==> src/rtl/pwf_pkg.sv <==
package pwf_pkg;
  // width of a counter that must hold values 0..n
  function automatic int unsigned cnt_w(input int unsigned n);
    return $clog2(n + 1);
  endfunction
endpackage

==> src/rtl/pwf_byte_ram.sv <==
module pwf_byte_ram #(
  parameter int DW = 8,
  parameter int AW = 4
) (
  input  logic          clk,
  input  logic          we,
  input  logic [AW-1:0] waddr,
  input  logic [DW-1:0] wdata,
  input  logic [AW-1:0] raddr,
  output logic [DW-1:0] rdata
);
  logic [DW-1:0] mem [2**AW];

  always_ff @(posedge clk) begin
    if (we) mem[waddr] <= wdata;
  end

  assign rdata = mem[raddr];
endmodule

==> src/rtl/pwf_len_queue.sv <==
module pwf_len_queue #(
  parameter int LW = 5,
  parameter int QD = 4
) (
  input  logic          clk,
  input  logic          rst,
  input  logic          push,
  input  logic [LW-1:0] push_len,
  input  logic          pop,
  output logic [LW-1:0] head_len,
  output logic          nonempty,
  output logic          full_o
);
  localparam int PW = (QD > 1) ? $clog2(QD) : 1;
  localparam int NW = $clog2(QD + 1);

  logic [LW-1:0] q [QD];
  logic [PW-1:0] hd, tl;
  logic [NW-1:0] n;

  function automatic logic [PW-1:0] nxt(input logic [PW-1:0] p);
    return (p == PW'(QD - 1)) ? '0 : p + PW'(1);
  endfunction

  always_ff @(posedge clk) begin
    if (push) q[tl] <= push_len;
  end

  always_ff @(posedge clk) begin
    if (rst) begin
      hd <= '0;
      tl <= '0;
      n  <= '0;
    end else begin
      if (push) tl <= nxt(tl);
      if (pop)  hd <= nxt(hd);
      n <= n + NW'(push) - NW'(pop);
    end
  end

  assign head_len = q[hd];
  assign nonempty = (n != '0);
  assign full_o   = (n == NW'(QD));

  p_no_push_full_r10: assert property (@(posedge clk) disable iff (rst)
    push |-> !full_o);
  p_no_pop_empty_r9: assert property (@(posedge clk) disable iff (rst)
    pop |-> nonempty);
endmodule

==> src/rtl/pwf_commit_ctl.sv <==
module pwf_commit_ctl #(
  parameter int DEPTH  = 16,
  parameter int CW     = 5,
  parameter int ADDR_W = 2,
  parameter logic [ADDR_W-1:0] MY_ADDR = '0
) (
  input  logic              clk,
  input  logic              rst,
  input  logic              sel,
  input  logic              wr_en,
  input  logic              eop,
  input  logic [ADDR_W-1:0] fifo_addr,
  input  logic              auto_en,
  input  logic [CW-1:0]     auto_len,
  input  logic [CW-1:0]     byte_cnt,
  input  logic              q_full,
  output logic              accept,
  output logic              commit,
  output logic [CW-1:0]     commit_len,
  output logic              overflow
);
  logic [CW-1:0] open_cnt;
  logic          guard;
  logic          hit, w_try, auto_hit, auto_fire, e_try, man_fire;

  always_comb begin
    hit        = sel && (fifo_addr == MY_ADDR);
    w_try      = hit && wr_en;
    auto_hit   = auto_en && (({1'b0, open_cnt} + (CW+1)'(1)) == {1'b0, auto_len});
    accept     = w_try && (byte_cnt < CW'(DEPTH)) && !(auto_hit && q_full);
    auto_fire  = accept && auto_hit;
    e_try      = hit && eop && !guard && !auto_fire;
    man_fire   = e_try && !q_full;
    commit     = auto_fire || man_fire;
    commit_len = auto_fire ? auto_len : open_cnt + CW'(accept);
  end

  always_ff @(posedge clk) begin
    if (rst) begin
      open_cnt <= '0;
      guard    <= 1'b0;
      overflow <= 1'b0;
    end else begin
      if (commit)      open_cnt <= '0;
      else if (accept) open_cnt <= open_cnt + CW'(1);
      guard <= auto_fire;
      if ((w_try && !accept) || (e_try && q_full)) overflow <= 1'b1;
    end
  end

  p_guard_blocks_eop_r7: assert property (@(posedge clk) disable iff (rst)
    auto_fire |=> !man_fire);
  p_auto_clears_open_r6: assert property (@(posedge clk) disable iff (rst)
    auto_fire |=> (open_cnt == '0));
  p_sticky_ovf_r3: assert property (@(posedge clk) disable iff (rst)
    overflow |=> overflow);
  p_no_write_full_r3: assert property (@(posedge clk) disable iff (rst)
    (byte_cnt == CW'(DEPTH)) |-> !accept);
endmodule

==> src/rtl/pkt_wr_fifo.sv <==
module pkt_wr_fifo #(
  parameter int DATA_W = 8,
  parameter int DEPTH  = 16,
  parameter int PKT_Q  = 4,
  parameter int ADDR_W = 2,
  parameter logic [ADDR_W-1:0] MY_ADDR = '0
) (
  input  logic                              clk,
  input  logic                              rst,
  input  logic                              sel,
  input  logic                              wr_en,
  input  logic                              eop,
  input  logic [ADDR_W-1:0]                 fifo_addr,
  input  logic [DATA_W-1:0]                 wr_data,
  input  logic                              auto_en,
  input  logic [pwf_pkg::cnt_w(DEPTH)-1:0]  auto_len,
  input  logic                              out_ready,
  output logic                              out_valid,
  output logic [DATA_W-1:0]                 out_data,
  output logic                              out_last,
  output logic [pwf_pkg::cnt_w(DEPTH)-1:0]  out_count,
  output logic                              full,
  output logic                              empty,
  output logic                              overflow
);
  localparam int AW = $clog2(DEPTH);
  localparam int CW = pwf_pkg::cnt_w(DEPTH);

  logic [AW-1:0]     wr_ptr, rd_ptr;
  logic [CW-1:0]     count, offset;
  logic              accept, commit, q_full, zero_pkt, rd_byte, pkt_done;
  logic [CW-1:0]     commit_len, head_len;
  logic [DATA_W-1:0] rdata;

  pwf_commit_ctl #(.DEPTH(DEPTH), .CW(CW), .ADDR_W(ADDR_W), .MY_ADDR(MY_ADDR)) u_ctl (
    .clk(clk), .rst(rst), .sel(sel), .wr_en(wr_en), .eop(eop),
    .fifo_addr(fifo_addr), .auto_en(auto_en), .auto_len(auto_len),
    .byte_cnt(count), .q_full(q_full), .accept(accept), .commit(commit),
    .commit_len(commit_len), .overflow(overflow)
  );

  pwf_byte_ram #(.DW(DATA_W), .AW(AW)) u_ram (
    .clk(clk), .we(accept), .waddr(wr_ptr), .wdata(wr_data),
    .raddr(rd_ptr), .rdata(rdata)
  );

  pwf_len_queue #(.LW(CW), .QD(PKT_Q)) u_lenq (
    .clk(clk), .rst(rst), .push(commit), .push_len(commit_len),
    .pop(pkt_done), .head_len(head_len), .nonempty(out_valid), .full_o(q_full)
  );

  always_comb begin
    zero_pkt  = (head_len == '0);
    out_last  = zero_pkt || (offset == head_len - CW'(1));
    out_count = head_len;
    out_data  = zero_pkt ? '0 : rdata;
    rd_byte   = out_valid && out_ready && !zero_pkt;
    pkt_done  = out_valid && out_ready && out_last;
  end

  always_ff @(posedge clk) begin
    if (rst) begin
      wr_ptr <= '0;
      rd_ptr <= '0;
      count  <= '0;
      offset <= '0;
      full   <= 1'b0;
      empty  <= 1'b1;
    end else begin
      if (accept)  wr_ptr <= wr_ptr + AW'(1);
      if (rd_byte) rd_ptr <= rd_ptr + AW'(1);
      count <= count + CW'(accept) - CW'(rd_byte);
      if (pkt_done)     offset <= '0;
      else if (rd_byte) offset <= offset + CW'(1);
      full  <= (count == CW'(DEPTH));
      empty <= (count == '0);
    end
  end

  p_count_bound_r3: assert property (@(posedge clk) disable iff (rst)
    count <= CW'(DEPTH));
  p_full_lag_r8: assert property (@(posedge clk) disable iff (rst)
    (count == CW'(DEPTH)) |=> full);
  p_empty_lag_r8: assert property (@(posedge clk) disable iff (rst)
    (count != '0) |=> !empty);
  p_hold_r9: assert property (@(posedge clk) disable iff (rst)
    (out_valid && !out_ready) |=> (out_valid && $stable(out_data)
      && $stable(out_count) && $stable(out_last)));
endmodule

==> config.mk <==
export PLATFORM = sky130hd
export DESIGN_NAME = pkt_wr_fifo
export DESIGN_NICKNAME = d
export VERILOG_FILES = /design/src/rtl/pwf_pkg.sv /design/src/rtl/pwf_byte_ram.sv /design/src/rtl/pwf_len_queue.sv /design/src/rtl/pwf_commit_ctl.sv /design/src/rtl/pkt_wr_fifo.sv
export SDC_FILE = /design/constraint.sdc
export NUM_CORES = 1
export LEC_CHECK = 0
export BUFFER_PORTS_ARGS = -buffer_cell sky130_fd_sc_hd__buf_2
export CELL_PAD_IN_SITES_DETAIL_PLACEMENT = 1
export CELL_PAD_IN_SITES_GLOBAL_PLACEMENT = 1
export CORE_ASPECT_RATIO = 1.4
export CORE_MARGIN = 2
export CORE_UTILIZATION = 41
export DETAILED_ROUTE_END_ITERATION = 10
export GPL_TIMING_DRIVEN = 0
export HOLD_SLACK_MARGIN = 0.03
export PLACE_DENSITY_LB_ADDON = 0.12
export SETUP_SLACK_MARGIN = 0.15
export SYNTH_ARGS = -nofsm -noshare
export SYNTH_HDL_FRONTEND = slang
export SYNTH_SLANG_ARGS = --single-unit
==> constraint.sdc <==
create_clock -name clk -period 4.23 [get_ports clk]
set_input_delay 0.2115 -clock clk [delete_from_list [all_inputs] [get_ports clk]]
set_output_delay 0.2115 -clock clk [all_outputs]
set_load 0.02 [all_outputs]
# Word-level counts from Yosys, hierarchy flattened
# Memories as Yosys holds them, arrays and structs flattened. A register that Yosys moved wholly into a read port is not among the register bits.
# Cells that the tools add are included.
# Widths: inputs -> output; s select.
[word_totals]
register_bits = 34
ramBits = 148
elab_cells = 77
n_memories = 2
[op_classes]
addsub = 13
order_cmp = 1
n_eq_ne = 6
muxes = 12
n_reduce_logical = 31
[mem_list]
columns = ["name", "depth", "width", "rd", "rd_ports_with_merged_regs", "wr", "line", "rtl"]
rows = [
  ["u_ram.mem", 16, 8, 1, 1, 1, "pwf_byte_ram.sv:12", "logic [DW-1:0] mem [2**AW];"],
  ["u_lenq.q", 4, 5, 1, 1, 1, "pwf_len_queue.sv:17", "logic [LW-1:0] q [QD];"],
]
[ops]
columns = ["operator", "n"]
rows = [
  ["$logic_and 1x1->1", 16],
  ["$add 5x1->5", 2],
  ["$add 5x1->5 const B", 2],
  ["$logic_not 5->1", 2],
  ["$add 4x1->4 const B", 2],
  ["$mux 2", 4],
  ["$mux 4", 2],
  ["$mux 8", 1],
  ["$add 5x1->6 const B", 1],
  ["$eq 6x5->1", 1],
  ["$logic_not 1->1", 6],
  ["$eq 5x5->1", 1],
  ["$eq 5x5->1 const B", 1],
  ["$lt 5x5->1 const B", 1],
  ["$mux 5", 1],
  ["$sub 5x1->5", 1],
  ["$sub 5x1->5 const B", 1],
  ["$add 2x1->2 const B", 2],
  ["$eq 2x2->1 const B", 2],
  ["$mux 1", 4],
  ["$reduce_or 2->1", 2],
  ["$add 3x1->3", 1],
  ["$eq 3x3->1 const B", 1],
  ["$logic_or 1x1->1", 3],
  ["other kinds (3)", 3],
]

# Depth between registers and ports, before layout
# Gate-level depths: netlist of the first run.
[depth]
depth_word = 13
mapped_depth = 18
mapped_depth_nobuf = 16

# By module
# From an unflattened synthesis of the first run, not the netlist that was laid out.
[unflattened]
hier_cells = 510
hier_area_um2 = 8165.3
[modules_own_cells]
columns = ["mod", "instances", "cells_each", "area_per_inst_um2"]
rows = [
  ["pwf_byte_ram", 1, 221, 4987.3],
  ["pwf_len_queue", 1, 69, 1179.9],
  ["pkt_wr_fifo", 1, 128, 1167.4],
  ["pwf_commit_ctl", 1, 92, 830.8],
]

# Least setup slack after synthesis of the first run
# No wires, ideal clock.
[synth_path]
path_kind = "reg-to-reg"
from = "register (tool-made name)"
to = "register u_lenq.n[2]"
setup_time_ns = 0.128
arrival_ns = 3.638
slack_ns = 0.465
path_stages_with_launch = 18
synth_period_minus_slack_ns = 3.765
path_cell_list = "dfxtp_1 > buf_6 > mux4_1 > inv_1 > ha_1 > inv_1 > nor4_4 > a31o_1 > nor2b_4 > buf_6 > ha_1 > inv_1 > ha_1 > inv_1 > fa_1 > xor2_1 > xnor2_1 > nor2_1"
[synth_lines]
columns = ["item", "line", "rtl"]
rows = [
  ["end signal: assignment", "pwf_len_queue.sv:37", "n <= n + NW'(push) - NW'(pop);"],
  ["end: declaration", "pwf_len_queue.sv:19", "logic [NW-1:0] n;"],
]

==> results of run 1 <==
## worst paths after layout
path | slack (ps) | end | start
setup / recovery | 460 | u_lenq.n[2] | flip-flop
hold / removal | 180 | u_ram.mem[9][3] | wr_data[3]
setup reg to reg | 460 | u_lenq.n[2] | flip-flop
hold reg to reg | 500 | u_ctl.overflow | u_ctl.overflow
## state kept, by name, indices dropped and copies added, names as in the netlist, named ones only
name and count:
u_ram.mem 128, u_lenq.q 20, count 5, offset 5, u_ctl.open_cnt 5, rd_ptr 4, wr_ptr 4, u_lenq.n 3
u_lenq.hd 2, u_lenq.tl 2, empty 1, full 1, u_ctl.guard 1, u_ctl.overflow 1
## through the flow
step,setup TNS (ps),instances,util (%)
6_report,0,793,47.5
5_1_grt,0,793,47.5
4_1_cts,0,791,47.4
3_5_place_dp,-29.8,758,44.1
3_3_place_gp,0,758,44.0
2_1_floorplan,0,471,-
## layout by cell type, fill, tap and decap left out, types with 7 or more instances in the layout
| cell type | Yosys | layout |
|---|---|---|
| edfxtp_1 | 148 | 148 |
| nor2_1 | 46 | 46 |
| buf_2 | 7 | 45 |
| mux4_2 | 43 | 43 |
| dfxtp_1 | 40 | 40 |
| ha_1 | 23 | 23 |
| xor2_1 | 19 | 19 |
| inv_1 | 17 | 17 |
| clkbuf_16 | 0 | 17 |
| xnor2_1 | 14 | 14 |
| nand2_1 | 10 | 10 |
| clkbuf_1 | 9 | 9 |
| nor3_2 | 4 | 8 |
| a21oi_1 | 8 | 8 |
| and2b_1 | 8 | 8 |
| nand3_1 | 7 | 7 |
| mux2i_1 | 7 | 7 |
## timing repair
item | in CTS | in global routing
hold buffers | 0 | 0
resized for setup | 1 | 1
pin swaps | 1 | 1
setup endpoints to repair | 1 | 1
setup buffers | 1 | 2
## worst max-delay path, cell delays in order, from the launching register on
cell and delay, ps:
dfxtp_1 330, buf_6 130, mux4_1 640, inv_1 90, ha_1 180, inv_1 90
nor4_4 280, buf_4 240, a31o_1 160, nor2b_4 150, buf_6 150, ha_1 230
inv_1 60, ha_1 130, inv_1 50, fa_1 370, xor2_1 170, xnor2_1 130
nor2_1 50
## per-layer routing
metal,global-route usage (%),up-vias,wire [um]
met1,18.2,2090,6140
met3,3.32,27,433
li1,-,1896,-
met4,7.15,0,493
met2,34.8,72,9970
met5,0,-,0
## where the power goes
| group | internal (mW) | switching (mW) | total [mW] | leakage, nW |
|---|---|---|---|---|
| registers | 2.01 | 0.0216 | 2.03 | 1.65 |
| clock network | 0.848 | 0.769 | 1.62 | 0.291 |
| logic | 0.0984 | 0.133 | 0.232 | 1.12 |
## cells by family (layout without fill, tap and decap cells)
kind of cell / after synthesis / after routing / share of synthesized area [%]
buffers and inverters: 37 / 111 / 2.06
flip-flops: 188 / 188 / 66.5
adder cells (fa/ha/maj): 25 / 25 / 4.16
AO/OA/AOI/OAI: 19 / 19 / 1.68
XOR/XNOR: 33 / 33 / 3.66
AND/OR/NAND/NOR: 115 / 115 / 7.81
multiplexers: 54 / 54 / 14.1
## layout make-up
class                   count  area [um^2]
multi-input cells         246         2510
clock buffers              17          425
repair buffers             42          218
plain buffers              20          101
fillers                  1870        10000
flip-flops and latches    188         5250
well taps                 248          310
clock inverters            15          176
inverters                  17         63.8
==> run_results.csv, run 1 <==
group,metric,value,unit
pwr,p_leak,3.06,nW
sta,fin_hold_ws,182,ps
final_layout,layout-drive-gt1-share,26.1,%
sta,timing.final.crit_share,89.1,%
clock_network,cts_tree,"built",
logic_synthesis,ys.flop_type,"edfxtp_1",
drt,drt_pre_antenna_iters,4,
logic_synthesis,synth_edf_count,148,
die,core_area,19100,um^2
clock_network,htreeDepth,4,
clock_network,cts_sinks,188,
sta,clock_skew,10.4,ps
logic_synthesis,synthTopCellsByArea,"edfxtp_1, mux4_2, dfxtp_1",
logic_synthesis,ys_top_cells_by_count,"edfxtp_1, nor2_1, mux4_2",
die,io_pins,40,
global_routing,grt_usage,17.8,%
drt,wl,17.0,mm
clock_network,clkLatencyLatePin,430,ps
global_routing,grt_max_degree,20,
place,numPortBuffers,39,
sta,worst_slack,463,ps
die,die_w,121,um
setup_path,cp.arrival,4070,ps
logic_synthesis,synth_most_common_cell,"edfxtp_1",
logic_synthesis,synth_cells,471,
die,rows,60,
pwr,p_total,3.88,mW
global_routing,grt_pass1_wl,26.1,mm
clock_network,clockBufferDepth,2,
setup_path,crit_type,"reg2reg",
drt,wl_per_cell,21.5,um
logic_synthesis,yosysTopAreaCell,"edfxtp_1",
worst_hold_path,hold_depth,1,
logic_synthesis,synth_area,7890,um^2
final_layout,stdcell_area,9050,um^2
drt,route.detailed.drc,0,
drt,via_per_inst,5.15,
sta,slew_violations,0,
sta,worst_pin_slew,1120,ps
setup_path,r2r_cells,18,
global_routing,overflow,0,
logic_synthesis,ys.warnings.count,0,
logic_synthesis,synth_top_area_share,56.4,%
logic_synthesis,syn_avg_cell_area,16.7,um^2
die,die_area,20400,um^2
final_layout,finalNetCount,579,
die,fp.dieH,168,um
clock_network,clockRootBuffer,"clkbuf_16",
logic_synthesis,synth-seq-cells,188,
final_layout,area_growth,14.8,%
logic_synthesis,yosysSeqAreaShare,66.5,%
clock_network,cts_buffers,17,
logic_synthesis,async_flop_share,0,%
sta,fmax,0.265,GHz
drt,vias,4085,
setup_path,path_max_fanout,9,
setup_path,critPathLaunchType,"flip-flop",
logic_synthesis,synthesis.nets,518,
drt,ant_nets,0,
run,maxCapViolCount,0,
place,pre_cts_ws,-29.8,ps
drt,drt_first_iter_violations,168,
final_layout,antenna_cells,0,
setup_path,end_kind,"flip-flop",
clock_network,path_clk_slew,80,ps
global_routing,grt_pass1_vias,4526,
global_routing,grt_antenna_before_repair,0,
pwr,ir_drop,248,uV
sta,setup_viol,0,
sta,fin_crit,3770,ps
sta,relSlewSlack,24.9,%
sta,rsz0062_at_grt,"no",
place,hpwl,12.0,mm
place,place.gp.congestion,0.784,
outcome,status,"completed",
place,dpl_cell_area,8410,um^2
pwr,power_density,429,nW/um^2
sta,finalHoldViolCount,0,
setup_path,required,4530,ps
die,start_util,41.4,%
worst_hold_path,hp-class,"in2reg",
logic_synthesis,synth_cell_type_count,44,
(Power assumes the default switching activity.)
==> inputs of run 2 (changes only) <==
CORE_UTILIZATION = 49   (was 41)
==> run 2 against run 1 <==
Net effect:
- first-iteration DRC count rose by 47%
- routed wire length is 0.35% lower
- critical endpoint is now count[4]
- largest power group unchanged
- sequential power hardly changed
- combinational power about the same
- final area is 0.87% lower
- flip-flop and latch count stayed put
- largest cell class unchanged
- worst hold slack lost 9.6 ps
==> run_results.csv, run 2 (synthesis results as in run 1) <==
group,metric,value,unit
outcome,status,"completed",
final_layout,largest_register_ffs,128,
die,die_area,17100,um^2
clock_network,clockBufferDepth,2,
die,fp.dieH,154,um
run,maxCapViolCount,0,
sta,clock_skew,9.39,ps
die,rows,54,
global_routing,grt_usage,21.2,%
die,die_w,111,um
drt,ant_nets,0,
setup_path,cp_slowest_stage_delay,410,ps
final_layout,top_regs,"u_ram.mem x128, u_lenq.q x20",
sta,setup_viol,0,
sta,timing.final.crit_share,89.0,%
global_routing,grt_antenna_before_repair,0,
die,start_util,50.3,%
global_routing,overflow,0,
final_layout,layout_common_cells,"edfxtp_1, nor2_1, buf_2",
pwr,netSwitchingFraction,23.1,%
global_routing,grt_pass1_wl,26.7,mm
setup_path,cp-endpoint,"count[4]",
sta,fmax,0.266,GHz
place,hpwl,12.3,mm
setup_path,r2r_slack,470,ps
final_layout,seqCellArea,5250,um^2
clock_network,cts_buffers,17,
clock_network,htreeDepth,4,
setup_path,slowest_stage,"fa_1",
final_layout,layout-drive-gt1-share,26.1,%
pwr,clockPowerShare,40.7,%
sta,fin_crit,3760,ps
drt,route.detailed.drc,0,
worst_hold_path,hp-class,"in2reg",
setup_path,path_max_fanout,10,
pwr,ir_drop,277,uV
sta,slew_violations,0,
clock_network,path_clk_slew,70,ps
place,place.gp.congestion,0.748,
final_layout,finalNetCount,579,
pwr,netSwitchingPower,882,uW
drt,vias,4164,
final_layout,final_common_cell,"edfxtp_1",
final_layout,instances_no_fill,741,
drt,drt_pre_antenna_iters,5,
setup_path,timing.rr.end,"count[4]",
global_routing,grt_max_degree,19,
drt,via_per_inst,5.62,
setup_path,cp.arrival,4120,ps
setup_path,worstPathCellList,"ha_1 -> nor3b_1 -> o21a_1 -> o31a_1 -> a311oi_4 -> clkbuf_4 -> inv_1 -> ha_1 -> inv_1 -> ha_1 -> fa_1 -> a21oi_1 -> nor2_1 -> or3_1 -> a21oi_1",
pwr,power_density,426,nW/um^2
place,numPortBuffers,39,
final_layout,multiInputGateArea,2510,um^2
pwr,p_seq_share,53.2,%
clock_network,cts_sinks,188,
pwr,p_comb_share,6.1,%
final_layout,area_growth,13.8,%
sta,relSlewSlack,26.0,%
setup_path,r2r_cells,15,
drt,wl,17.0,mm
drt,wl_per_cell,22.9,um
sta,fin_hold_ws,172,ps
pwr,p_int,2.94,mW
final_layout,regMostFlops,"u_ram.mem",
setup_path,critical_path.startpoint,"u_ctl.open_cnt[0]",
final_layout,fillCellCount,1451,
final_layout,antenna_cells,0,
setup_path,required,4590,ps
clock_network,cts_tree,"built",
pwr,p_total,3.82,mW
sta,rsz0062_at_grt,"no",
setup_path,end_kind,"flip-flop",
sta,worst_pin_slew,1110,ps
setup_path,crit_type,"reg2reg",
global_routing,grt_pass1_vias,4597,
place,dp.cells,706,
setup_path,critPathLaunchType,"flip-flop",
drt,drt_first_iter_violations,247,
setup_path,r2r-start,"u_ctl.open_cnt[0]",
die,core_area,15700,um^2
setup_path,crit_top_cell,"ha_1",
pwr,p_leak,3.05,nW
sta,finalHoldViolCount,0,
die,io_pins,40,
clock_network,clockRootBuffer,"clkbuf_16",
clock_network,clkLatencyLatePin,430,ps
## run 2: what timing repair did
item | CTS | global route
setup buffers | 1 | 2
setup endpoints to repair | 2 | 2
pin swaps | 1 | 2
gates resized for setup | 1 | 3
hold buffers | 0 | 0
gates cloned | 0 | 0
## run 2: worst min-delay path by stage
stage / startpoint / endpoint / slack [ps] / cells past startpoint
after CTS: wr_data[0] / u_ram.mem[7][0] / 160 / 1
after floorplan: wr_data[0] / u_ram.mem[0][0] / 310 / 0
final: wr_data[0] / u_ram.mem[7][0] / 170 / 1
after global placement: u_ctl.overflow / u_ctl.overflow / 460 / 2
after global routing: wr_data[7] / u_ram.mem[13][7] / 180 / 1
after detailed placement: u_ctl.overflow / u_ctl.overflow / 480 / 2
## run 2: final cells by class
cell class,count,area share (%)
sequential,188,58.5
buffer,20,1.13
clock inverter,15,1.72
clock buffer,17,4.74
multi-input combinational,246,28.0
inverter,17,0.711
tap,196,2.73
timing repair buffer,42,2.47
## run 2: worst max-delay path, delay by kind of cell, from the launching register on
family	cells	cell delay [ps]
compound gates	5	1180
buf+inv	3	370
flops	1	380
simple gates	3	600
fa+ha+maj	4	1170
## run 2: per-layer routing
metal  share of wire [%]  up-vias  GRT usage [%]
li1                    -     1896              -
met1                  36     2162           22.1
met2                  59       77           41.2
met3                 2.9       29           3.47
met4                 2.7        0           9.52
met5                   0        -              0
## run 2: per-stage QoR
step / TNS [ps] / utilization [%] / instance area, um^2 / setup slack (ps)
4_1_cts: 0 / 56.9 / 8920 / 219
2_1_floorplan: 0 / - / 7890 / 465
3_5_place_dp: -204 / 53.1 / 8330 / -204
6_report: 0 / 57.2 / 8970 / 467
5_1_grt: 0 / 57.2 / 8970 / 158
3_3_place_gp: -35.8 / 53.1 / 8330 / -35.8
## run 2: power by group through the flow
stage / clock network (mW) / logic, mW / registers [mW]
after detailed placement: 0 / 0.232 / 2.08
after global routing: 1.66 / 0.261 / 2.04
after floorplan: 0 / 0.145 / 2.08
after global placement: 0 / 0.221 / 2.07
final: 1.56 / 0.232 / 2.03
after CTS: 1.58 / 0.235 / 2.04
